### src/rtl/pd_pkg.sv
// Package: shared types and codes of the instruction byte predecoder.
// Assumes size exponents 1..3 denote 16/32/64-bit quantities.
package pd_pkg;

    typedef enum logic [3:0] {
        ST_RESET, ST_PREFIX, ST_OP1, ST_OP2, ST_OP38, ST_OP3A,
        ST_MODRM, ST_SIB, ST_DISP, ST_IMM, ST_ERROR
    } pd_state_e;

    typedef enum logic [2:0] {
        PK_NONE, PK_OPSZ, PK_ADSZ, PK_SEG, PK_LOCK, PK_REP, PK_REPNE, PK_REX
    } pd_pfx_e;

    typedef struct packed {
        logic       opsz;
        logic       adsz;
        logic [2:0] seg;
        logic       lock;
        logic       rep;
        logic       repne;
    } pd_legacy_t;

    localparam logic [1:0] MAP_PRIMARY = 2'd0;
    localparam logic [1:0] MAP_0F      = 2'd1;
    localparam logic [1:0] MAP_0F38    = 2'd2;
    localparam logic [1:0] MAP_0F3A    = 2'd3;

    localparam logic [2:0] SEG_NONE = 3'd0;
    localparam logic [2:0] SEG_ES   = 3'd1;
    localparam logic [2:0] SEG_CS   = 3'd2;
    localparam logic [2:0] SEG_SS   = 3'd3;
    localparam logic [2:0] SEG_DS   = 3'd4;
    localparam logic [2:0] SEG_FS   = 3'd5;
    localparam logic [2:0] SEG_GS   = 3'd6;

    localparam logic [2:0] IMC_NONE = 3'd0;
    localparam logic [2:0] IMC_B    = 3'd1;
    localparam logic [2:0] IMC_W    = 3'd2;
    localparam logic [2:0] IMC_Z    = 3'd3;
    localparam logic [2:0] IMC_V    = 3'd4;

endpackage

### src/rtl/pd_prefix_class.sv
// Module: classifies one byte as a prefix kind and gives its segment code.
// Assumes REX is only meaningful in the 64-bit submode.
module pd_prefix_class
    import pd_pkg::*;
(
    input  logic       long_mode,
    input  logic [7:0] din,
    output pd_pfx_e    kind,
    output logic [2:0] seg_code
);

    // Decode the byte against the fixed prefix codes.
    always_comb begin
        kind     = PK_NONE;
        seg_code = SEG_NONE;
        case (din)
            8'h66: kind = PK_OPSZ;
            8'h67: kind = PK_ADSZ;
            8'hF0: kind = PK_LOCK;
            8'hF3: kind = PK_REP;
            8'hF2: kind = PK_REPNE;
            8'h26: begin kind = PK_SEG; seg_code = SEG_ES; end
            8'h2E: begin kind = PK_SEG; seg_code = SEG_CS; end
            8'h36: begin kind = PK_SEG; seg_code = SEG_SS; end
            8'h3E: begin kind = PK_SEG; seg_code = SEG_DS; end
            8'h64: begin kind = PK_SEG; seg_code = SEG_FS; end
            8'h65: begin kind = PK_SEG; seg_code = SEG_GS; end
            default: begin
                if (long_mode && din[7:4] == 4'h4)
                    kind = PK_REX;
            end
        endcase
    end

endmodule

### src/rtl/pd_size_calc.sv
// Module: effective operand/address size exponents and immediate byte count.
// Assumes the lookup class codes of pd_pkg; codes above IMC_V are flagged.
module pd_size_calc
    import pd_pkg::*;
(
    input  logic       rex_w,
    input  logic       opsz_ovr,
    input  logic       adsz_ovr,
    input  logic [1:0] def_op,
    input  logic [1:0] alt_op,
    input  logic [1:0] def_ad,
    input  logic [1:0] alt_ad,
    input  logic       addr_sized,
    input  logic [2:0] imm_class,
    output logic [1:0] op_log,
    output logic [1:0] ad_log,
    output logic [3:0] imm_bytes,
    output logic       class_bad
);

    logic [1:0] sel_log;

    // Pick the effective size exponents from REX.W, overrides and mode.
    always_comb begin
        op_log  = rex_w ? 2'd3 : (opsz_ovr ? alt_op : def_op);
        ad_log  = adsz_ovr ? alt_ad : def_ad;
        sel_log = addr_sized ? ad_log : op_log;
    end

    // Turn the size class into a byte count.
    always_comb begin
        class_bad = 1'b0;
        case (imm_class)
            IMC_NONE: imm_bytes = 4'd0;
            IMC_B:    imm_bytes = 4'd1;
            IMC_W:    imm_bytes = 4'd2;
            IMC_Z:    imm_bytes = (sel_log == 2'd1) ? 4'd2 : 4'd4;
            IMC_V:    imm_bytes = 4'd1 << sel_log;
            default: begin
                imm_bytes = 4'd0;
                class_bad = 1'b1;
            end
        endcase
    end

endmodule

### src/rtl/pd_field_gather.sv
// Module: assembles a multi-byte field least-significant byte first and
// optionally sign-extends it when the last byte arrives.
// Assumes len is 1..8 while take is asserted.
module pd_field_gather #(
    parameter int DATA_W = 64
) (
    input  logic              clk,
    input  logic              rst_n,
    input  logic              clr,
    input  logic              take,
    input  logic [7:0]        din,
    input  logic [3:0]        len,
    input  logic              sext_en,
    output logic [DATA_W-1:0] value,
    output logic              last
);

    logic [2:0]        idx;
    logic [DATA_W-1:0] merged;
    logic [DATA_W-1:0] extended;
    logic [6:0]        sign_pos;

    // Flag the byte that completes the field.
    always_comb last = (({1'b0, idx}) + 4'd1) == len;

    // Insert the byte and build the sign-filled variant.
    always_comb begin
        merged = value;
        merged[{idx, 3'b000} +: 8] = din;
        sign_pos = {len, 3'b000} - 7'd1;
        extended = merged;
        if (sext_en) begin
            for (int i = 0; i < DATA_W; i++) begin
                if (i > int'(sign_pos))
                    extended[i] = merged[sign_pos];
            end
        end
    end

    // Hold the field and byte index; clear between instructions.
    always_ff @(posedge clk) begin
        if (!rst_n || clr) begin
            value <= '0;
            idx   <= '0;
        end else if (take) begin
            if (last) begin
                value <= extended;
                idx   <= '0;
            end else begin
                value <= merged;
                idx   <= idx + 3'd1;
            end
        end
    end

endmodule

### src/rtl/ibyte_predecode.sv
// Module: byte-serial predecoder that finds instruction boundaries and
// captures prefixes, opcode, ModRM, SIB, displacement and immediate.
// Assumes lk_has_modrm/lk_imm_class answer combinationally for lk_map/lk_opcode.
module ibyte_predecode
    import pd_pkg::*;
#(
    parameter int DATA_W = 64,
    parameter int LEN_W  = 5
) (
    input  logic              clk,
    input  logic              rst_n,
    input  logic              long_mode,
    input  logic [1:0]        def_op_log,
    input  logic [1:0]        alt_op_log,
    input  logic [1:0]        def_addr_log,
    input  logic [1:0]        alt_addr_log,
    input  logic              byte_valid,
    input  logic [7:0]        byte_data,
    output logic              byte_ready,
    output logic [1:0]        lk_map,
    output logic [7:0]        lk_opcode,
    input  logic              lk_has_modrm,
    input  logic [2:0]        lk_imm_class,
    output logic              insn_done,
    output logic              decode_err,
    output logic              pfx_opsize,
    output logic              pfx_addrsize,
    output logic              pfx_lock,
    output logic              pfx_rep,
    output logic              pfx_repne,
    output logic [2:0]        pfx_seg,
    output logic [7:0]        rex_byte,
    output logic [1:0]        op_map,
    output logic [7:0]        opcode,
    output logic              modrm_valid,
    output logic [7:0]        modrm_byte,
    output logic              sib_valid,
    output logic [7:0]        sib_byte,
    output logic [2:0]        disp_len,
    output logic [DATA_W-1:0] disp_val,
    output logic [3:0]        imm_len,
    output logic [DATA_W-1:0] imm_val,
    output logic [1:0]        op_size_log,
    output logic [1:0]        addr_size_log,
    output logic [LEN_W-1:0]  insn_len
);

    pd_state_e  state, st_n;
    pd_legacy_t leg, leg_n;
    logic [7:0] rex_n, opc_n, modrm_n, sib_n;
    logic [1:0] map_n;
    logic       has_m_n, has_s_n, done_n;
    logic [2:0] dlen_n;
    logic [3:0] ilen_n;
    logic [LEN_W-1:0] len_n;

    pd_pfx_e    pk;
    logic [2:0] pk_seg;
    logic       accept;
    logic       addr_sized;
    logic [3:0] imm_bytes;
    logic       class_bad;
    logic       opc_final;
    pd_state_e  op_exit;
    logic [2:0] m_disp;
    logic [3:0] m_imm;
    logic       m_sib;
    logic [2:0] s_disp;
    logic       disp_last, imm_last, gather_clr;

    pd_prefix_class u_pfx (
        .long_mode (long_mode),
        .din       (byte_data),
        .kind      (pk),
        .seg_code  (pk_seg)
    );

    pd_size_calc u_size (
        .rex_w      (rex_byte[3]),
        .opsz_ovr   (leg.opsz),
        .adsz_ovr   (leg.adsz),
        .def_op     (def_op_log),
        .alt_op     (alt_op_log),
        .def_ad     (def_addr_log),
        .alt_ad     (alt_addr_log),
        .addr_sized (addr_sized),
        .imm_class  (lk_imm_class),
        .op_log     (op_size_log),
        .ad_log     (addr_size_log),
        .imm_bytes  (imm_bytes),
        .class_bad  (class_bad)
    );

    pd_field_gather #(.DATA_W(DATA_W)) u_disp (
        .clk     (clk),
        .rst_n   (rst_n),
        .clr     (gather_clr),
        .take    (accept && state == ST_DISP),
        .din     (byte_data),
        .len     ({1'b0, disp_len}),
        .sext_en (1'b1),
        .value   (disp_val),
        .last    (disp_last)
    );

    pd_field_gather #(.DATA_W(DATA_W)) u_imm (
        .clk     (clk),
        .rst_n   (rst_n),
        .clr     (gather_clr),
        .take    (accept && state == ST_IMM),
        .din     (byte_data),
        .len     (imm_len),
        .sext_en (imm_len == 4'd1 || imm_len == 4'd4),
        .value   (imm_val),
        .last    (imm_last)
    );

    // Ready per phase: prefix phase takes only prefix bytes.
    always_comb begin
        case (state)
            ST_PREFIX: byte_ready = (pk != PK_NONE);
            ST_OP1, ST_OP2, ST_OP38, ST_OP3A,
            ST_MODRM, ST_SIB, ST_DISP, ST_IMM: byte_ready = 1'b1;
            default: byte_ready = 1'b0;
        endcase
    end

    // Lookup request follows the opcode phase.
    always_comb begin
        case (state)
            ST_OP2:  lk_map = MAP_0F;
            ST_OP38: lk_map = MAP_0F38;
            ST_OP3A: lk_map = MAP_0F3A;
            default: lk_map = MAP_PRIMARY;
        endcase
        lk_opcode  = byte_data;
        addr_sized = (state == ST_OP1) && (byte_data >= 8'hA0) && (byte_data <= 8'hA3);
    end

    // Handshake, final-opcode detection and post-opcode destination.
    always_comb begin
        accept    = byte_valid && byte_ready;
        opc_final = (state == ST_OP1 && byte_data != 8'h0F)
                 || (state == ST_OP2 && byte_data != 8'h38 && byte_data != 8'h3A)
                 || state == ST_OP38 || state == ST_OP3A;
        if (class_bad)             op_exit = ST_ERROR;
        else if (lk_has_modrm)     op_exit = ST_MODRM;
        else if (imm_bytes != 4'd0) op_exit = ST_IMM;
        else                       op_exit = ST_RESET;
        gather_clr = (state == ST_RESET);
    end

    // ModRM byte: displacement size, test-group immediate, SIB presence.
    always_comb begin
        if (addr_size_log == 2'd1) begin
            if ((byte_data[7:6] == 2'd0 && byte_data[2:0] == 3'd6) || byte_data[7:6] == 2'd2)
                m_disp = 3'd2;
            else if (byte_data[7:6] == 2'd1)
                m_disp = 3'd1;
            else
                m_disp = 3'd0;
        end else begin
            if ((byte_data[7:6] == 2'd0 && byte_data[2:0] == 3'd5) || byte_data[7:6] == 2'd2)
                m_disp = 3'd4;
            else if (byte_data[7:6] == 2'd1)
                m_disp = 3'd1;
            else
                m_disp = 3'd0;
        end
        m_imm = imm_len;
        if (op_map == MAP_PRIMARY && byte_data[5:4] == 2'b00) begin
            if (opcode == 8'hF6)
                m_imm = 4'd1;
            else if (opcode == 8'hF7)
                m_imm = (op_size_log == 2'd3) ? 4'd4 : (4'd1 << op_size_log);
        end
        m_sib  = (byte_data[2:0] == 3'd4) && (byte_data[7:6] != 2'd3) && (addr_size_log != 2'd1);
        s_disp = (modrm_byte[7:6] == 2'd0 && byte_data[2:0] == 3'd5) ? 3'd4 : disp_len;
    end

    // Next-state and field-capture logic of the walker.
    always_comb begin
        st_n    = state;
        leg_n   = leg;
        rex_n   = rex_byte;
        map_n   = op_map;
        opc_n   = opcode;
        modrm_n = modrm_byte;
        sib_n   = sib_byte;
        has_m_n = modrm_valid;
        has_s_n = sib_valid;
        dlen_n  = disp_len;
        ilen_n  = imm_len;
        done_n  = 1'b0;
        len_n   = accept ? insn_len + 1'b1 : insn_len;
        case (state)
            ST_RESET: begin
                st_n    = ST_PREFIX;
                leg_n   = '0;
                rex_n   = '0;
                map_n   = MAP_PRIMARY;
                opc_n   = '0;
                modrm_n = '0;
                sib_n   = '0;
                has_m_n = 1'b0;
                has_s_n = 1'b0;
                dlen_n  = '0;
                ilen_n  = '0;
                len_n   = '0;
            end
            ST_PREFIX: begin
                if (byte_valid) begin
                    case (pk)
                        PK_NONE:  st_n = ST_OP1;
                        PK_OPSZ:  leg_n.opsz  = 1'b1;
                        PK_ADSZ:  leg_n.adsz  = 1'b1;
                        PK_SEG:   leg_n.seg   = pk_seg;
                        PK_LOCK:  leg_n.lock  = 1'b1;
                        PK_REP:   leg_n.rep   = 1'b1;
                        PK_REPNE: leg_n.repne = 1'b1;
                        PK_REX:   rex_n = byte_data;
                        default:  st_n = ST_ERROR;
                    endcase
                end
            end
            ST_OP1, ST_OP2, ST_OP38, ST_OP3A: begin
                if (accept) begin
                    if (opc_final) begin
                        map_n   = lk_map;
                        opc_n   = byte_data;
                        ilen_n  = imm_bytes;
                        has_m_n = lk_has_modrm;
                        st_n    = op_exit;
                        done_n  = (op_exit == ST_RESET);
                    end else if (state == ST_OP1) begin
                        st_n = ST_OP2;
                    end else if (byte_data == 8'h38) begin
                        st_n = ST_OP38;
                    end else begin
                        st_n = ST_OP3A;
                    end
                end
            end
            ST_MODRM: begin
                if (accept) begin
                    modrm_n = byte_data;
                    dlen_n  = m_disp;
                    ilen_n  = m_imm;
                    has_s_n = m_sib;
                    if (m_sib)                st_n = ST_SIB;
                    else if (m_disp != 3'd0)  st_n = ST_DISP;
                    else if (m_imm != 4'd0)   st_n = ST_IMM;
                    else begin st_n = ST_RESET; done_n = 1'b1; end
                end
            end
            ST_SIB: begin
                if (accept) begin
                    sib_n  = byte_data;
                    dlen_n = s_disp;
                    if (s_disp != 3'd0)       st_n = ST_DISP;
                    else if (imm_len != 4'd0) st_n = ST_IMM;
                    else begin st_n = ST_RESET; done_n = 1'b1; end
                end
            end
            ST_DISP: begin
                if (accept && disp_last) begin
                    if (imm_len != 4'd0) st_n = ST_IMM;
                    else begin st_n = ST_RESET; done_n = 1'b1; end
                end
            end
            ST_IMM: begin
                if (accept && imm_last) begin
                    st_n   = ST_RESET;
                    done_n = 1'b1;
                end
            end
            ST_ERROR: st_n = ST_ERROR;
            default:  st_n = ST_ERROR;
        endcase
    end

    // State and captured-field registers.
    always_ff @(posedge clk) begin
        if (!rst_n) begin
            state       <= ST_RESET;
            leg         <= '0;
            rex_byte    <= '0;
            op_map      <= MAP_PRIMARY;
            opcode      <= '0;
            modrm_byte  <= '0;
            sib_byte    <= '0;
            modrm_valid <= 1'b0;
            sib_valid   <= 1'b0;
            disp_len    <= '0;
            imm_len     <= '0;
            insn_done   <= 1'b0;
            insn_len    <= '0;
        end else begin
            state       <= st_n;
            leg         <= leg_n;
            rex_byte    <= rex_n;
            op_map      <= map_n;
            opcode      <= opc_n;
            modrm_byte  <= modrm_n;
            sib_byte    <= sib_n;
            modrm_valid <= has_m_n;
            sib_valid   <= has_s_n;
            disp_len    <= dlen_n;
            imm_len     <= ilen_n;
            insn_done   <= done_n;
            insn_len    <= len_n;
        end
    end

    // Drive the legacy record and error flag outward.
    always_comb begin
        pfx_opsize   = leg.opsz;
        pfx_addrsize = leg.adsz;
        pfx_lock     = leg.lock;
        pfx_rep      = leg.rep;
        pfx_repne    = leg.repne;
        pfx_seg      = leg.seg;
        decode_err   = (state == ST_ERROR);
    end

endmodule

### config.mk
export PLATFORM = sky130hd
export DESIGN_NAME = ibyte_predecode
export DESIGN_NICKNAME = d
export VERILOG_FILES = /design/src/rtl/pd_pkg.sv /design/src/rtl/pd_prefix_class.sv /design/src/rtl/pd_size_calc.sv /design/src/rtl/pd_field_gather.sv /design/src/rtl/ibyte_predecode.sv
export SDC_FILE = /design/constraint.sdc
export NUM_CORES = 1
export LEC_CHECK = 0
export BUFFER_PORTS_ARGS = -buffer_cell sky130_fd_sc_hd__buf_2
export CAP_MARGIN = 20
export CORE_ASPECT_RATIO = 1.2
export CORE_MARGIN = 1.5
export CORE_UTILIZATION = 45
export CTS_CLUSTER_DIAMETER = 150
export DETAILED_ROUTE_END_ITERATION = 10
export PLACE_DENSITY_LB_ADDON = 0.3
export SLEW_MARGIN = 20
export SYNTH_ARGS = -nofsm -noshare
export SYNTH_HDL_FRONTEND = slang
export SYNTH_SLANG_ARGS = --single-unit
### constraint.sdc
create_clock -name clk -period 10.7 [get_ports clk]
set_clock_uncertainty 0.1 [all_clocks]
set_input_delay 1.605 -clock clk [delete_from_list [all_inputs] [get_ports clk]]
set_output_delay 1.605 -clock clk [all_outputs]
set_load 0.02 [all_outputs]
-- After elaboration in Yosys (flattened, before gate mapping)
Cells that the tools add are included.
- output and inout port bits: 201
- bits of input ports: 24
- word-level logic and storage cells: 519
- register bits: 195
- shift-type cells: 6
- order comparisons: 130
- bitwise gates (word level): 1
- reduce and logical (&&, ||, !) cells: 63
- mux-type cells: 220
- add/sub/neg operators: 9
- equality and inequality tests: 68
- operators with widths (cell ; number):
    $gt 6x7->1 const A ; 64
    $gt 5x7->1 const A ; 32
    $mux 1 ; 149
    $bwmux 64 ; 2
    $mux 64 ; 2
    $shift 8x8->64 const A ; 2
    $shiftx 8x8->64 ; 2
    $gt 4x7->1 const A ; 16
    $mux 4 ; 23
    $pmux 8 s2 ; 5
    $mux 63 ; 1
    $gt 3x7->1 const A ; 8
    $mux 8 ; 6
    $eq 8x6->1 const B ; 5
    $eq 8x8->1 const B ; 5
    $pmux 3 s6 ; 2
    $mux 3 ; 11
    $eq 8x7->1 const B ; 4
    $gt 2x7->1 const A ; 4
    $pmux 4 s7 ; 1
    $reduce_and 3->1 ; 9
    $eq 3x3->1 const B ; 8
    $eq 4x3->1 const B ; 6
    $ne 2x1->1 const B ; 10
    50 further kinds ; 120

-- Longest topological paths before layout
Gate-level depths: netlist of run 1.
- word-level depth: 15
- mapped depth: 12
- mapped depth without buffers: 10

-- Hierarchy
Synthesis of run 1 repeated with hierarchy kept, for this count alone.
- cell total of the unflattened synthesis: 1216
- area, all modules: 10466.3 µm²
- modules (own cells, without submodules) (module ; instances ; cells an instance ; seq. area each (µm²) ; area an instance (µm²)):
    ibyte_predecode ; 1 ; 417 ; 1221.2 ; 3414.5
    pd_field_gather at u_imm ; 1 ; 374 ; 1341.3 ; 3345.7
    pd_field_gather at u_disp ; 1 ; 374 ; 1341.3 ; 3340.7
    pd_prefix_class ; 1 ; 24 ; 0.0 ; 187.7
    pd_size_calc ; 1 ; 27 ; 0.0 ; 177.7

-- Least setup slack after synthesis of run 1
OpenSTA, ideal clock, no wires.
- path type: input-to-output
- start: input port byte_data[2]
- end: output port byte_ready
- path slack: 6117 ps
- stages on the path: 5
- arrival time: 2878 ps
- buffers on the path: 1
- data required time: 8995 ps
- cells stage by stage: buf_2 -> or2_2 -> nor4_1 -> o41ai_1 -> a21oi_1
- cells in the longest elaborated chain, start to end: 5
- elaborated cells on any way between the ends: 15
- classes of those cells: eq/ne (11); mux (2); reduce/logical (2)
- RTL lines (element ; RTL line ; RTL):
    from (decl) ; ibyte_predecode.sv:18 ; input logic [7:0] byte_data,
    $eq 8x6->1 or $eq 8x7->1 (tied branches) ; pd_prefix_class.sv:16 ; case (din)
    $reduce_or 6->1 (no source line) ; n/a ;
    $pmux 3 s6 * ; pd_prefix_class.sv:16 ;
    $reduce_bool 3->1 * ; ibyte_predecode.sv:121 ; ST_PREFIX: byte_ready = (pk != PK_NONE);
    $pmux 1 s2 * ; ibyte_predecode.sv:120 ; case (state)
    to (decl) ; ibyte_predecode.sv:19 ; output logic byte_ready,
Mark *: on every way between the ends. The rest lies on a longest branch, timed or not.

-- Final worst setup path of run 1
- start: input port byte_data[7]
- end: output port byte_ready
- cells in the longest elaborated chain, start to end: 6
- elaborated cells on any way between the ends: 18
- classes of those cells: eq/ne (12); mux (3); reduce/logical (3)
- RTL lines (element ; RTL line):
    branches (longest 3 deep; another with $eq 8x6->1) ; n/a
    $pmux 3 s6 * ; pd_prefix_class.sv:16
    $reduce_bool 3->1 * ; ibyte_predecode.sv:121
    $pmux 1 s2 * ; ibyte_predecode.sv:120
Every way passes the cells marked *.

==> results.txt, run 1 <==
* Arithmetic-cell share of the synthesized area counting full adders, half adders and majority gates: about 1.8%
- Depth of the worst hold-timing path: 2
- Multiplexer share of the synthesized area: 3.956%
- Via count of the first global-routing pass: 9162
- Share of synthesized area occupied by flip-flops and latches: 38.33%
- Net switching is between 30% and 40% of the power.
- Per report_power, the clock group accounts for 32.3% of the total.
- Maximum net fanout on the critical path: 26
- TritonCTS built the clock tree.
- Initial cell density of the core: 45.68%
- After detailed routing, the total wire length is 31450 µm.
- Type of the setup path with the least slack: primary input to primary output
* Fraction of final layout cells with drive strength greater than 1: 23.02%
* Number of buffers on the longest clock path: 2
- Clock latency reported for the late side of the worst-skew pair: 440 ps
- Register bit total from synthesis: 195
* Shortest period the worst path allows: 5149 ps
- The root buffer cell chosen for the clock tree is clkbuf_16.
* Total inserted antenna cells: 0
- Cells after synthesis: 1229
- Total nets after synthesis: 1268
- Syn Std Cell Area: 10180 µm²
* Data required time of the worst path: around 9000 ps
- Core box area: 22300 µm²
- STA puts the critical path data arrival time at 3440 ps.
- The initial antenna violation count was 0.
- In the finished design, the share of the clock period the worst path needs comes to approximately 48%.
* Most instantiated flip-flop cell in the synthesis netlist: dfxtp_1
- Dividing the detail-routed wire length by the instance count gives between 15 and 20 µm.
* Number of levels the H-tree was split into: 4
* Max-slew violation count: 0
* Crit path top cell by count: buf_2
* Total track usage: between 20% and 30%
- By area, the combinational part of the netlist is dominated by compound AO/OA/AOI/OAI gates.
- In this run the tool buffered the top-level ports with ~220 buffer cells.
- In this run the worst hold path is classified as register to register.
- The floorplan has 60 rows.
* Ys Warns: 0
* Clock transition at the registers of the reported paths: roughly 80 ps
* Worst hold path endpoint: u_disp.value[54]
- First-pass iteration count of the detailed router: 7
- 225 I/O pins were placed.
* Number of vias per cell after detailed routing: between 5 and 6
- Setup repair after global routing missed its margin: no
- In this run the most critical hold path is launched from u_disp.value[54].
- The synthesized netlist devotes 26.95% of its cell area to compound gates.
- TritonCTS sink count: 195
- For this design the ratio of total power to cell area is around 170 nW/µm².
* Synthesized-area fraction occupied by and/or/nand/nor cells: between 20 and 25%
- Walking the worst path, the cells encountered are buf_2 > nor2b_1 > and3_1 > o41ai_1 > a21oi_1 > buf_2.
* Tightest Pin Transition: 1014 ps
- Maximum single-stage delay on the critical path: 520 ps
* Maximum ir drop on the vdd rail: 0.1218 mV
- Worst Hold Slack: approximately 350 ps
- Summed over all cells, the static leakage comes to 4.847 nW.
- The worst register-to-register path ends at u_imm.value[24].
* Count of buffers added by post-CTS timing repair for setup: 0
- Switching component of the power: 0.7816 mW
- Net count reported at finish: 1425
- Entering global routing, the biggest net connects 60 pins.
* Fmax achieved: ~0.2 GHz
* Synth async-reset ratio: 0%
- Area growth, synth to finish: 17.36%
- STA classifies the critical path startpoint as a primary input.
* Count of antenna-violating nets left after detailed routing: 0
* Height of the die: 167.8 µm
- Number of endpoints failing setup at the final stage: 0
* Design internal power: 1.284 mW
- The floorplan step defined a die boundary enclosing 23550 µm².
- The average instance in the mapped netlist occupies 8.287 µm².
- First-pass GRT wire length: 49570 µm
* Power share of the combinational group: 29.3%
* Cell with the largest stage delay on the worst path: buf_2
- The worst register-to-register path begins at u_imm.idx[0].
- Number of DRC violations after detailed routing: 0
- Cell depth of the worst flop-to-flop path: 10
- After synthesis, the netlist uses 83 different library cells.
* Crit path capture type: primary output
- Worst relative slew slack: around a third
- The number of gates resized after CTS was 0.
* Total gr overflow: 0
- DIE WIDTH: 140.3 µm
- Xor and xnor fraction of the mapped netlist area: 1.548%
- Yosys mapped a number of flops with a built-in enable equal to 0.
* # hold bufs at CTS: 0
- Dpl hpwl: 21930 µm
- In this run, flip-flops and latches consume 38.4% of the power.
* Total Negative Setup Slacks: 0 ps
* Max_cap viols: 0
* DR vias: 10050
- In this run, the number of DRC markers left after iteration 0 of detailed routing was 1104.
- The setup check on the worst reg-to-reg path leaves a slack of 6330 ps.
- Total clock buffers created by CTS: 17
- Result of the run: finished, final reports clean
- Number of hold-slack violations in the final timing report: 0
- Routability-driven placement finished with a final weighted congestion of around 0.96.
==> logic make-up (layout without fill, tap and decap cells) <==
| kind of cell | after synthesis | in the layout |
|---|---|---|
| adder cells (fa/ha/maj) | 15 | 15 |
| AND/OR/NAND/NOR | 448 | 448 |
| AO/OA/AOI/OAI | 383 | 383 |
| buffers and inverters | 131 | 301 |
| multiplexers | 39 | 39 |
| flip-flops | 195 | 195 |
| XOR/XNOR | 18 | 18 |
==> per-stage QoR <==
| step | cell area (µm²) | cells | power, mW | setup slack [ps] | utilization [%] |
|---|---|---|---|---|---|
| finish | 11950 | 1678 | 2.066 | 5551 | 53.61 |
| global route | 11950 | 1678 | 2.163 | 5439 | 53.61 |
| CTS | 11950 | 1678 | 2.065 | 5617 | 53.57 |
| detailed placement | 11340 | 1646 | 1.402 | 5627 | 50.85 |
| global placement | 11340 | 1646 | 1.399 | 5637 | 50.85 |
| floorplan | 10180 | 1229 | 1.244 | 6117 | - |
==> cell usage after synthesis (all sizes together) (4+ instances only) <==
master / number / share of area, %
a2111oi: 6 / 0.54
a211oi: 7 / 0.61
a21boi: 34 / 2.5
a21o: 5 / 0.37
a21oi: 65 / 3.2
a221o: 21 / 2.1
a22o: 22 / 1.9
a22oi: 14 / 1.0
a31oi: 22 / 1.4
and2: 26 / 1.6
and3: 13 / 0.80
buf: 24 / 1.3
clkbuf: 74 / 2.7
dfxtp: 195 / 38
ha: 15 / 1.8
inv: 33 / 1.2
mux2: 10 / 1.1
mux2i: 29 / 2.9
nand2: 146 / 5.4
nand2b: 8 / 0.49
nand3: 53 / 2.6
nand3b: 6 / 0.44
nand4: 9 / 0.55
nand4b: 5 / 0.43
nor2: 88 / 3.2
nor2b: 16 / 0.98
nor3: 28 / 1.6
nor4: 16 / 1.1
o211ai: 4 / 0.29
o21a: 5 / 0.37
o21ai: 72 / 3.7
o21bai: 4 / 0.29
o221a: 9 / 1.0
o22ai: 35 / 2.1
o2bb2ai: 24 / 2.1
o31ai: 10 / 0.97
or2: 5 / 0.31
or3: 4 / 0.25
or3b: 5 / 0.43
or4b: 4 / 0.43
xnor2: 11 / 0.95
xor2: 7 / 0.60
==> flip-flops by register name (all words and copies together), names as in the netlist, 4 cells and up <==
register / count
modrm_byte: 8
state: 4
u_disp.value: 64
insn_len: 5
sib_byte: 8
imm_len: 4
rex_byte: 8
opcode: 8
u_imm.value: 64
==> metal layers <==
metal	wire length, µm	vias to the layer above	global-route usage, %	part of all wire [%]
met5	0	-	0	0
met1	13470	4766	34.25	43
li1	-	4824	-	-
met3	2100	65	4.465	6.7
met4	984	0	10.48	3.1
met2	14900	395	43.16	47
==> placed cells by master (no fill, tap or decap), types with 29 or more instances in the layout <==
| master | count |
|---|---|
| buf_2 | 224 |
| dfxtp_1 | 195 |
| nand2_1 | 146 |
| nor2_1 | 88 |
| o21ai_0 | 65 |
| a21oi_1 | 64 |
| nand3_1 | 53 |
| o22ai_1 | 35 |
| inv_1 | 33 |
| a21boi_0 | 33 |
| mux2i_1 | 29 |
==> worst max-delay path, delay by kind of cell <==
| kind | cells | cell delay, ps |
|---|---|---|
| simple gates | 2 | 480 |
| compound gates | 2 | 630 |
| buf+inv | 2 | 710 |
==> power by group through the flow <==
stage / Clock, mW / Combinational (mW) / Sequential, mW
6_report: 0.667 / 0.605 / 0.794
5_1_grt: 0.705 / 0.660 / 0.798
4_1_cts: 0.677 / 0.596 / 0.792
3_5_place_dp: 0 / 0.593 / 0.809
3_3_place_gp: 0 / 0.591 / 0.808
2_1_floorplan: 0 / 0.445 / 0.799
==> layout make-up <==
class	count	area, µm²
clock buffer	19	442.9
clock inverter	13	165.2
fill	2093	10340
inverter	33	123.9
multi-input combinational	903	5757
sequential	195	3904
tap	279	349.1
timing repair buffer	236	1211
==> worst max path at each step <==
stage / start / endpoint / cells past startpoint
finish: byte_data[7] / byte_ready / 6
global route: byte_data[7] / byte_ready / 6
CTS: byte_data[7] / byte_ready / 6
detailed placement: byte_data[7] / byte_ready / 6
global placement: byte_data[7] / byte_ready / 6
floorplan: byte_data[2] / byte_ready / 5
(Power assumes the default switching activity.)
==> inputs of run 2 (changes only) <==
clock period = 4.2 ns   (was 10.7 ns; I/O delays follow)
==> results.txt, run 2 (synthesis gave the netlist of run 1 again) <==
- The total number of vias is 10230 (was 10050).
- The number of fill cells in the layout is 2096 (was 2093).
* Initial cell density of the core: 45.68% (unchanged)
- The standard-cell row count is 60 (unchanged).
- TritonCTS sink count: 195 (unchanged)
* Max_cap viols: 0 (unchanged)
* Post-layout utilization of the core: 54.35% (was 53.61%)
- Leakage power figure: 4.960 nW (was 4.847 nW)
- The number of antenna-violating nets in the routed design came to 0 (unchanged).
- Type of the setup path with the least slack: register to register (was primary input to primary output)
- The initial antenna violation count came to 0 (unchanged).
- Internal reg-to-reg setup slack: 520 ps (was 6330 ps)
- Net count reported at finish: 1444 (was 1425)
* Total clock buffers created by CTS: 17 (unchanged)
* Dpl hpwl: 23090 µm (was 21930 µm)
* Total track usage: 26.97% (was 26.23%)
- The first-iteration detailed-routing DRC count was 828 (was 1104).
* First-pass iteration count of the detailed router: 5 (was 7)
- Data required time of the worst path: 4390 ps (was 9000 ps)
* Critical path launch point type: register (was primary input)
- Largest registers: u_disp.value: 64 flops, u_imm.value: 64 flops (unchanged)
- The final setup violation count was 0 (unchanged).
- Shortest period the worst path allows: 3685 ps
* Result of the run: finished, final reports clean (unchanged)
- Pin count of the biggest net entering global routing: 39 (was 60)
- First-pass GRT wire length: 51070 µm (was 49570 µm)
- For this run, the top clock speed supported by timing is 0.2714 GHz.
- Area occupied by multi-input gates: 5757 µm² (unchanged)
* Number of levels the H-tree was split into: 4 (unchanged)
* Critical path, cell by cell: inv_1 > ha_1 > ha_1 > or4b_1 > o31ai_1 > a31oi_1 > a21boi_1 > nand2_1 > o21ai_1 > o22ai_1 (was buf_2 > nor2b_1 > and3_1 > o41ai_1 > a21oi_1 > buf_2)
- The filler-free cell count of the finished design was 1697 (was 1678).
- The worst endpoint data arrival time came to 3880 ps (was 3440 ps).
- Dividing the final minimum period by the clock period gives 87.74%.
* Number of vias per cell after detailed routing: 6.026 (was 5.989)
* Maximum ir drop on the vdd rail: 0.2776 mV (was 0.1218 mV)
- Via count of the first global-routing pass: 9539 (was 9162)
- The sequential cell area came to 3904 µm² (unchanged).
* Clock transition at the registers of the reported paths: 80 ps (about the same)
- The setup TNS came to 0 ps (unchanged).
* Number of DRC violations after detailed routing: 0 (unchanged)
- The number of placed instances with taps included was 1665 (was 1646).
- Wirelength, routed: 32680 µm (was 31450 µm)
* # hold bufs at CTS: 0 (unchanged)
* Worst Hold Class: register to register (unchanged)
- The power consumption came to 5.376 mW (was 2.066 mW).
- The area of the die came to 23550 µm² (unchanged).
* Count of buffers added by post-CTS timing repair for setup: 0 (unchanged)
- The share of cells above drive strength 1 was 24.05% (was 23.02%).
- The width of the die was 140.3 µm (unchanged).
- Power density cells: 443.6 nW/µm² (was 172.8 nW/µm²)
- The number of slew-limit violations in the final report came to 0 (unchanged).
* Number of hold-slack violations in the final timing report: 0 (unchanged)
- The routability-driven placement congestion ratio was 0.9617 (was 0.9599).
- Number of buffers inserted by port buffering: 224 (unchanged)
- Core box area: 22300 µm² (unchanged)
* Number of buffers on the longest clock path: 2 (unchanged)
* Master cell of the clock root buffer: clkbuf_16 (unchanged)
- Tightest Pin Transition: 915.6 ps (was 1014 ps)
- The chip height came to 167.8 µm (unchanged).
- Crit path capture type: register (was primary output)
- The number of diodes came to 0 (unchanged).
- The CTS tree is done (unchanged).
* Top library cells by usage in the layout, fill and taps aside: 224 x buf_2, 195 x dfxtp_1, 146 x nand2_1, 88 x nor2_1, 65 x o21ai_0 (unchanged)
- The area growth from synthesis to layout was 18.99% (was 17.36%).
- Maximum net fanout on the critical path: 9 (was 26)
- Worst relative slew slack: 38.74% (was 31.47%)
- The most prevalent standard cell on the critical path is ha_1 (was buf_2).
- Number of primary I/O pins: 225 (unchanged)
* Wire length per cell after detailed routing: 19.26 µm (was 18.74 µm)
- Most common library cell in the layout ignoring fill and taps: buf_2 (unchanged)
* Clock latency reported for the late side of the worst-skew pair: 440 ps (about the same)
* Total gr overflow: 0 (unchanged)
- Setup repair after global routing missed its margin: no (unchanged)
- Cell with the largest stage delay on the worst path: o21ai_1 (was buf_2)
- Maximum single-stage delay on the critical path: 550 ps (was 520 ps)
- The number of gates resized after CTS was 0 (unchanged).
[run 2: area by class of cell]
class                      count  area share (%)
multi-input combinational    903           47.50
sequential                   195           32.21
timing repair buffer         255           11.17
clock buffer                  19           3.655
tap                          279           2.880
clock inverter                13           1.559
inverter                      33           1.022
[run 2: layer usage]
layer | vias to the layer above | track usage, % | share of wire [%]
met5 | - | 0 | 0
met4 | 0 | 10.85 | 3.0
met3 | 81 | 5.205 | 6.3
met2 | 390 | 46.02 | 49
met1 | 4890 | 33.42 | 42
li1 | 4865 | - | -
[run 2: worst paths after layout]
check | endpoint | cells past startpoint | start
setup reg to reg | u_disp.value[35] | 10 | u_disp.idx[1]
hold / removal | u_disp.value[54] | 2 | u_disp.value[54]
hold reg to reg | u_disp.value[54] | 2 | u_disp.value[54]
setup / recovery | u_disp.value[35] | 10 | u_disp.idx[1]
[run 2: worst max-delay path, delay by kind of cell, from the launching register on]
kind	cells	cell delay (ps)
and+or+nand+nor	2	700
buffers and inverters	1	70
AOI/OAI and AO/OA	5	1610
DFF	1	470
adders and majority gates	2	580
[run 2: where the power goes]
part           switching [mW]  internal, mW  leakage (nW)  total, mW
Combinational            1.15         0.470          3.08       1.62
Sequential             0.0902          1.90          1.57       1.99
Clock                   0.782         0.978         0.306       1.76
[run 2: stage by stage]
stage | hold slack, ps | area [µm²] | setup slack, ps
floorplan | 366.7 | 10180 | 670.9
global placement | 344.8 | 11480 | 655.4
detailed placement | 340.9 | 11480 | 546.1
CTS | 362.6 | 12110 | 528.2
global route | 384.9 | 12120 | 249.0
finish | 358.1 | 12120 | 515.1
